`src/rtl/bfly_pkg.sv`:
```
package bfly_pkg;

    typedef enum logic {
        SLOT_EMPTY = 1'b0,
        SLOT_HELD  = 1'b1
    } slot_e;

    typedef enum logic {
        PRI_LO = 1'b0,
        PRI_HI = 1'b1
    } pri_e;

endpackage

```
`src/rtl/bfly_switch.sv`:
```
module bfly_switch
    import bfly_pkg::*;
#(
    parameter int AW    = 3,
    parameter int PW    = 22,
    parameter int STAGE = 0
) (
    input  logic                clk,
    input  logic                rst_n,
    input  logic [1:0]          in_v,
    input  logic [1:0][PW-1:0]  in_p,
    output logic [1:0]          in_rdy,
    output logic [1:0]          out_v,
    output logic [1:0][PW-1:0]  out_p,
    input  logic [1:0]          dn_rdy
);
    localparam int DW = PW - 2 * AW;

    typedef struct packed {
        logic [AW-1:0] dst;
        logic [AW-1:0] src;
        logic [DW-1:0] data;
    } pkt_t;

    slot_e        slot_q [2];
    slot_e        slot_d [2];
    pkt_t         hold_q [2];
    pri_e         pri_q, pri_d;
    logic [1:0]   ov_q, ov_d;
    pkt_t [1:0]   op_q, op_d;

    logic [1:0]   cand_v, want, free, go, take;
    pkt_t [1:0]   cand;
    logic         clash, cgrant;

    always_comb begin
        for (int k = 0; k < 2; k++) begin
            cand_v[k] = (slot_q[k] == SLOT_HELD) ? 1'b1 : in_v[k];
            cand[k]   = (slot_q[k] == SLOT_HELD) ? hold_q[k] : pkt_t'(in_p[k]);
            want[k]   = cand[k].dst[STAGE];
            take[k]   = in_v[k] && (slot_q[k] == SLOT_EMPTY);
        end
        for (int o = 0; o < 2; o++) begin
            free[o] = !ov_q[o] || dn_rdy[o];
        end
        clash  = cand_v[0] && cand_v[1] && (want[0] == want[1]);
        cgrant = clash && free[want[0]];
        go[0]  = cand_v[0] && free[want[0]] && (!clash || pri_q == PRI_LO);
        go[1]  = cand_v[1] && free[want[1]] && (!clash || pri_q == PRI_HI);
    end

    // Holding-slot and priority state machines: next-state logic
    always_comb begin
        for (int k = 0; k < 2; k++) begin
            slot_d[k] = slot_q[k];
            unique case (slot_q[k])
                SLOT_EMPTY: if (in_v[k] && !go[k]) slot_d[k] = SLOT_HELD;  // capture
                SLOT_HELD:  if (go[k])             slot_d[k] = SLOT_EMPTY; // release
                default:                           slot_d[k] = SLOT_EMPTY;
            endcase
        end
        pri_d = pri_q;
        unique case (pri_q)
            PRI_LO:  if (cgrant) pri_d = PRI_HI;  // flip
            PRI_HI:  if (cgrant) pri_d = PRI_LO;  // flip
            default: pri_d = PRI_LO;
        endcase
    end

    // State register
    always_ff @(posedge clk) begin
        if (!rst_n) begin
            slot_q[0] <= SLOT_EMPTY;
            slot_q[1] <= SLOT_EMPTY;
            pri_q     <= PRI_LO;
        end else begin
            slot_q[0] <= slot_d[0];
            slot_q[1] <= slot_d[1];
            pri_q     <= pri_d;
        end
    end

    always_ff @(posedge clk) begin
        for (int k = 0; k < 2; k++) begin
            if (slot_q[k] == SLOT_EMPTY && in_v[k] && !go[k]) begin
                hold_q[k] <= cand[k];
            end
        end
    end

    // Output register: next value
    always_comb begin
        for (int o = 0; o < 2; o++) begin
            ov_d[o] = ov_q[o];
            op_d[o] = op_q[o];
            if (go[0] && want[0] == 1'(o)) begin
                ov_d[o] = 1'b1;
                op_d[o] = cand[0];
            end else if (go[1] && want[1] == 1'(o)) begin
                ov_d[o] = 1'b1;
                op_d[o] = cand[1];
            end else if (dn_rdy[o]) begin
                ov_d[o] = 1'b0;
            end
        end
    end

    always_ff @(posedge clk) begin
        if (!rst_n) begin
            ov_q <= '0;
        end else begin
            ov_q <= ov_d;
        end
        op_q <= op_d;
    end

    always_comb begin
        for (int k = 0; k < 2; k++) begin
            in_rdy[k] = (slot_q[k] == SLOT_EMPTY);
            out_v[k]  = ov_q[k];
            out_p[k]  = op_q[k];
        end
    end

    // Occupancy bookkeeping for the conservation check
    int cnt_now, acc_now, drn_now;
    always_comb begin
        cnt_now = 0;
        acc_now = 0;
        drn_now = 0;
        for (int k = 0; k < 2; k++) begin
            cnt_now += int'(ov_q[k]) + int'(slot_q[k] == SLOT_HELD);
            acc_now += int'(take[k]);
            drn_now += int'(ov_q[k] && dn_rdy[k]);
        end
    end

    p_conserve_r7: assert property (@(posedge clk) disable iff (!rst_n)
        1'b1 |=> cnt_now == $past(cnt_now + acc_now - drn_now))
        else $error("switch lost or duplicated a packet");

    p_rr_flip_r5: assert property (@(posedge clk) disable iff (!rst_n)
        cgrant |=> pri_q != $past(pri_q))
        else $error("priority did not toggle after clash");

    p_loser_hi_held_r6: assert property (@(posedge clk) disable iff (!rst_n)
        (cgrant && pri_q == PRI_LO) |=> slot_q[1] == SLOT_HELD)
        else $error("upper loser not held");

    p_loser_lo_held_r6: assert property (@(posedge clk) disable iff (!rst_n)
        (cgrant && pri_q == PRI_HI) |=> slot_q[0] == SLOT_HELD)
        else $error("lower loser not held");

    p_route_lo_r3: assert property (@(posedge clk) disable iff (!rst_n)
        ov_q[0] |-> op_q[0].dst[STAGE] == 1'b0)
        else $error("packet on wrong lower output");

    p_route_hi_r3: assert property (@(posedge clk) disable iff (!rst_n)
        ov_q[1] |-> op_q[1].dst[STAGE] == 1'b1)
        else $error("packet on wrong upper output");

endmodule

```
`src/rtl/bfly_stage.sv`:
```
module bfly_stage #(
    parameter int N     = 8,
    parameter int AW    = 3,
    parameter int PW    = 22,
    parameter int STAGE = 0
) (
    input  logic                 clk,
    input  logic                 rst_n,
    input  logic [N-1:0]         in_v,
    input  logic [N-1:0][PW-1:0] in_p,
    output logic [N-1:0]         in_rdy,
    output logic [N-1:0]         out_v,
    output logic [N-1:0][PW-1:0] out_p,
    input  logic [N-1:0]         dn_rdy
);
    localparam int NSW  = N / 2;
    localparam int STEP = 1 << STAGE;

    for (genvar s = 0; s < NSW; s++) begin : g_sw
        localparam int LO = ((s >> STAGE) << (STAGE + 1)) | (s & (STEP - 1));
        localparam int HI = LO + STEP;

        logic [1:0]          sw_rdy, sw_ov;
        logic [1:0][PW-1:0]  sw_op;

        bfly_switch #(
            .AW    (AW),
            .PW    (PW),
            .STAGE (STAGE)
        ) u_sw (
            .clk    (clk),
            .rst_n  (rst_n),
            .in_v   ({in_v[HI], in_v[LO]}),
            .in_p   ({in_p[HI], in_p[LO]}),
            .in_rdy (sw_rdy),
            .out_v  (sw_ov),
            .out_p  (sw_op),
            .dn_rdy ({dn_rdy[HI], dn_rdy[LO]})
        );

        assign in_rdy[LO] = sw_rdy[0];
        assign in_rdy[HI] = sw_rdy[1];
        assign out_v[LO]  = sw_ov[0];
        assign out_v[HI]  = sw_ov[1];
        assign out_p[LO]  = sw_op[0];
        assign out_p[HI]  = sw_op[1];
    end

endmodule

```
`src/rtl/bfly_network.sv`:
```
module bfly_network #(
    parameter int N  = 8,
    parameter int DW = 16
) (
    input  logic                    clk,
    input  logic                    rst_n,
    input  logic [N-1:0]            in_valid,
    input  logic [N*$clog2(N)-1:0]  in_dst,
    input  logic [N*DW-1:0]         in_data,
    output logic [N-1:0]            in_ready,
    output logic [N-1:0]            out_valid,
    output logic [N*$clog2(N)-1:0]  out_dst,
    output logic [N*$clog2(N)-1:0]  out_src,
    output logic [N*DW-1:0]         out_data
);
    localparam int AW = $clog2(N);
    localparam int S  = AW;
    localparam int PW = 2 * AW + DW;

    logic [N-1:0]         lv_v   [S+1];
    logic [N-1:0]         lv_rdy [S+1];
    logic [N-1:0][PW-1:0] lv_p   [S+1];

    assign lv_v[0]   = in_valid;
    assign in_ready  = lv_rdy[0];
    assign lv_rdy[S] = '1;

    for (genvar j = 0; j < N; j++) begin : g_line
        assign lv_p[0][j] = {in_dst[j*AW +: AW], AW'(j), in_data[j*DW +: DW]};
        assign out_dst[j*AW +: AW]  = lv_p[S][j][PW-1 -: AW];
        assign out_src[j*AW +: AW]  = lv_p[S][j][DW +: AW];
        assign out_data[j*DW +: DW] = lv_p[S][j][DW-1:0];

        p_out_line_r2: assert property (@(posedge clk) disable iff (!rst_n)
            out_valid[j] |-> out_dst[j*AW +: AW] == AW'(j))
            else $error("packet delivered on wrong line");
    end

    assign out_valid = lv_v[S];

    for (genvar s = 0; s < S; s++) begin : g_stage
        bfly_stage #(
            .N     (N),
            .AW    (AW),
            .PW    (PW),
            .STAGE (s)
        ) u_stage (
            .clk    (clk),
            .rst_n  (rst_n),
            .in_v   (lv_v[s]),
            .in_p   (lv_p[s]),
            .in_rdy (lv_rdy[s]),
            .out_v  (lv_v[s+1]),
            .out_p  (lv_p[s+1]),
            .dn_rdy (lv_rdy[s+1])
        );
    end

endmodule

```
`config.mk`:
```
export PLATFORM = sky130hd
export DESIGN_NAME = bfly_network
export DESIGN_NICKNAME = d
export VERILOG_FILES = /design/src/rtl/bfly_pkg.sv /design/src/rtl/bfly_switch.sv /design/src/rtl/bfly_stage.sv /design/src/rtl/bfly_network.sv
export SDC_FILE = /design/constraint.sdc
export NUM_CORES = 2
export LEC_CHECK = 0
export BUFFER_PORTS_ARGS = -buffer_cell sky130_fd_sc_hd__buf_2
export CORE_ASPECT_RATIO = 1.25
export CORE_MARGIN = 2
export CORE_UTILIZATION = 52
export CTS_BUF_LIST = sky130_fd_sc_hd__clkbuf_4 sky130_fd_sc_hd__clkbuf_8
export DETAILED_ROUTE_END_ITERATION = 16
export HOLD_SLACK_MARGIN = 0.05
export PLACE_DENSITY = 0.7
export SLEW_MARGIN = 20
export SYNTH_ARGS = -nofsm -noshare
export SYNTH_HDL_FRONTEND = slang
export SYNTH_HIERARCHICAL = 1
export SYNTH_SLANG_ARGS = --single-unit
```
`constraint.sdc`:
```
create_clock -name clk -period 4.6 [get_ports clk]
set_input_delay 0.46 -clock clk [delete_from_list [all_inputs] [get_ports clk]]
set_output_delay 0.46 -clock clk [all_outputs]
set_load 0.05 [all_outputs]
```
==> summary.md <==
| Metric | Value |
|---|---|
| CP peak stage delay | 1.00 ns |
| CTS H-tree lvls | 4 |
| Cell count after synthesis | 3350 |
| Root buf cell | clkbuf_8 |
| 1st-iter DRT viols | 2747 |
| Core footprint | 0.0946 mm^2 |
| Fin Hold WS | 0.106 ns |
| Max FO, Critical Path | 19 |
| Final Hold Vio Count | 0 |
| Outcome | complete, no violations |
| Synth cell types | 33 |
| Worst VDD drop | 527 uV |
| Slowest CP cell | dfxtp_1 |
| Vias in the first global route | 29100 |
| Die height | 350 um |
| Initial antenna violation count | 4 |
| TNS Setup | 0 ns |
| Critical Path End Type | flop |
| Largest net degree at the start of global routing | 34 |
| First drt pass iteration count | 7 |
| I/O Pins | 354 |
| P per Cell Area | 583 mW/mm^2 |
| Per-cell routed wire length | 23.7 um |
| Starting Density | 0.526 |
| Critical path arrival | 3.64 ns |
| Die width | 281 um |
| WP buf/inv | 2 |
| Total power | 33.8 mW |
| CTS Buf Count | 171 |
| Final Cycle Share | 0.649 |
| Number of post-CTS setup repair buffers | 0 |
| First-pass GRT wire length | 187 mm |
| Primary FF master, synth | edfxtp_1 |
| Fmax | 335 MHz |
| Worst-path cell chain | inv_1 > nor2b_1 > a211o_1 > buf_4 > mux2i_1 |
| Layout Nets | 4190 |
| Clock latency at the later pin of the worst-skew pair | 0.83 ns |
| Skew final | 0.0466 ns |
| Final Setup Violations | 0 |
| Layout cell share with drive strength beyond 1 | 0.199 |
| Gr usage total | 0.259 |
| DP HPWL | 91.2 mm |
| Layout area overhead | 16.5% |
| FP Rows | 126 |
| Slew headroom | 0.295 |
| Area occupied by multi-input gates | 0.0141 mm^2 |
| Top delay family on crit path | flip-flops |
| Asr flop ratio synth | 0 |
| Routed Antenna Nets | 0 |
| Final min period | 2.99 ns |
| Critical path class | flop to flop |
| Register bit total from synthesis | 1116 |
| Max-Cap Viols | 0 |
| Worst min path class | input pin to flop |
| Die Area | 0.0981 mm^2 |
| Routability cong. | 0.932 |
| Synthesized cell area | 0.0497 mm^2 |
| Leakage Power | 24.6 nW |
| Seq/Total Area, Yosys | 0.662 |
| Final Max Slew Viols | 0 |
| Post-synth EDFFs | 1056 |
| Final wirelength | 128 mm |
| Synth warn | 6 |
| CP startpoint kind | flop |
| CTS tree | done |
| Avg Inst Size Synth | 14.8 um^2 |
| Clock transition at path regs | 0.06 ns |
| RSZ-0062 raised after global routing | false |
| Required time worst endpoint | 5.25 ns |
| PortBufs | 353 |
| Worst slew pin tran | 1.06 ns |
| Sequential cell area | 0.0329 mm^2 |
| Drt via density | 5.49 |
| # DRC | 0 |
| Clock Sinks | 1116 |
| Total gr overflow | 0 |
| CTS max path bufs | 3 |
| Routed vias | 29600 |
| Fillcell total | 7219 |
-- final timing paths --
path | from | endpoint | slack (ns) | cells after the start
hold / removal | in_data[77] | g_stage[0].u_stage/g_sw[2].u_sw/hold_q[0][13] | 0.11 | 3
setup / recovery | g_stage[1].u_stage/g_sw[0].u_sw/slot_q[0][0] | g_stage[0].u_stage/g_sw[0].u_sw/out_p[3] | 1.61 | 5
setup reg to reg | g_stage[1].u_stage/g_sw[0].u_sw/slot_q[0][0] | g_stage[0].u_stage/g_sw[0].u_sw/out_p[3] | 1.61 | 5
hold reg to reg | g_stage[2].u_stage/g_sw[3].u_sw/pri_q | g_stage[2].u_stage/g_sw[3].u_sw/pri_q | 0.55 | 2
-- cell type report --
class / instances / share of cell area
flip-flops and latches: 1116 / 0.568
repair buffers: 587 / 0.0672
clock inverters: 66 / 0.00805
multi-input cells: 1588 / 0.243
well taps: 1216 / 0.0263
clock buffers: 240 / 0.0506
diodes: 3 / 0.000130
inverters: 564 / 0.0365
-- state kept, by name, summed over array words and instances, names as in the netlist --
register                          count
g_stage.u_stage/g_sw.u_sw/hold_q    528
g_stage.u_stage/g_sw.u_sw/out_p     528
g_stage.u_stage/g_sw.u_sw/out_v      24
g_stage.u_stage/g_sw.u_sw/pri_q      12
g_stage.u_stage/g_sw.u_sw/slot_q     24
-- report_power, final --
group | leakage, nW | switching (mW) | internal (mW)
Sequential | 10.4 | 1.20 | 14.6
Combinational | 12.4 | 6.93 | 2.79
Clock | 1.79 | 3.86 | 4.41
-- cell usage after synthesis (all sizes together) (12+ instances only) --
cell,count,area [um^2]
buf,108,931
nand2,36,135
edfxtp,1056,31700
nor3b,24,180
a22oi,12,90.1
o221ai,12,105
o41ai,12,105
nor2,84,315
and2,12,75.1
clkbuf,12,45.0
a21oi,12,60.1
nand3,12,60.1
a211o,36,315
or2,24,150
o211ai,12,90.1
o22ai,24,150
inv,564,2120
dfxtp,60,1200
nand4,12,75.1
a31o,12,105
nor2b,24,150
o21ai,60,345
a21boi,24,180
nand2b,48,300
mux2i,1056,10700
-- timing repair --
item / 4_1_cts / 5_1_grt
hold buffers: 148 / 0
endpoints found under the hold margin: 182 / 0
setup endpoints to repair: 0 / 0
resized for setup: 0 / 0
-- placed cells by master, fill, tap and decap left out, drive strengths merged, types with 36 or more instances in the layout --
master,n
buf,439
clkbuf,240
nor2,84
conb,40
dfxtp,60
a211o,36
nand2b,48
dlygate4sd3,148
o21ai,60
clkinv,49
inv,571
nand2,36
mux2i,1056
edfxtp,1056
-- cells by family after synthesis --
group	after synthesis	share of synthesized area
compound gates	216	0.0311
buf+inv	684	0.0622
flops	1116	0.662
mux	1056	0.216
other cells	2	0.000151
simple gates	276	0.0290
-- per-stage QoR --
step                utilization  setup WS [ns]  cells  area (um^2)
global placement          0.560           1.63   4923        53000
finish                    0.613           1.61   5380        57900
detailed placement        0.560           1.56   4923        53000
floorplan                     -          0.389   3388        49900
global route              0.613           1.41   5380        57900
CTS                       0.612           1.55   5377        57900
-- worst register-to-register path, stage by stage (launching register included) --
cell	delay, ns
dfxtp_1	1.00
inv_1	0.13
nor2b_1	0.34
a211o_1	0.82
buf_4	0.31
mux2i_1	0.22
-- metal layers --
layer  GRT usage  vias up  share of wire  wire [um]
met1       0.356    14700           0.43      55200
met3      0.0453      198          0.064       8170
met4      0.0949        2          0.034       4340
met5           0        -        0.00010         13
li1            -    13500              -          -
met2       0.415     1142           0.47      59900
No activity file was read; power rests on OpenSTA's default activity.
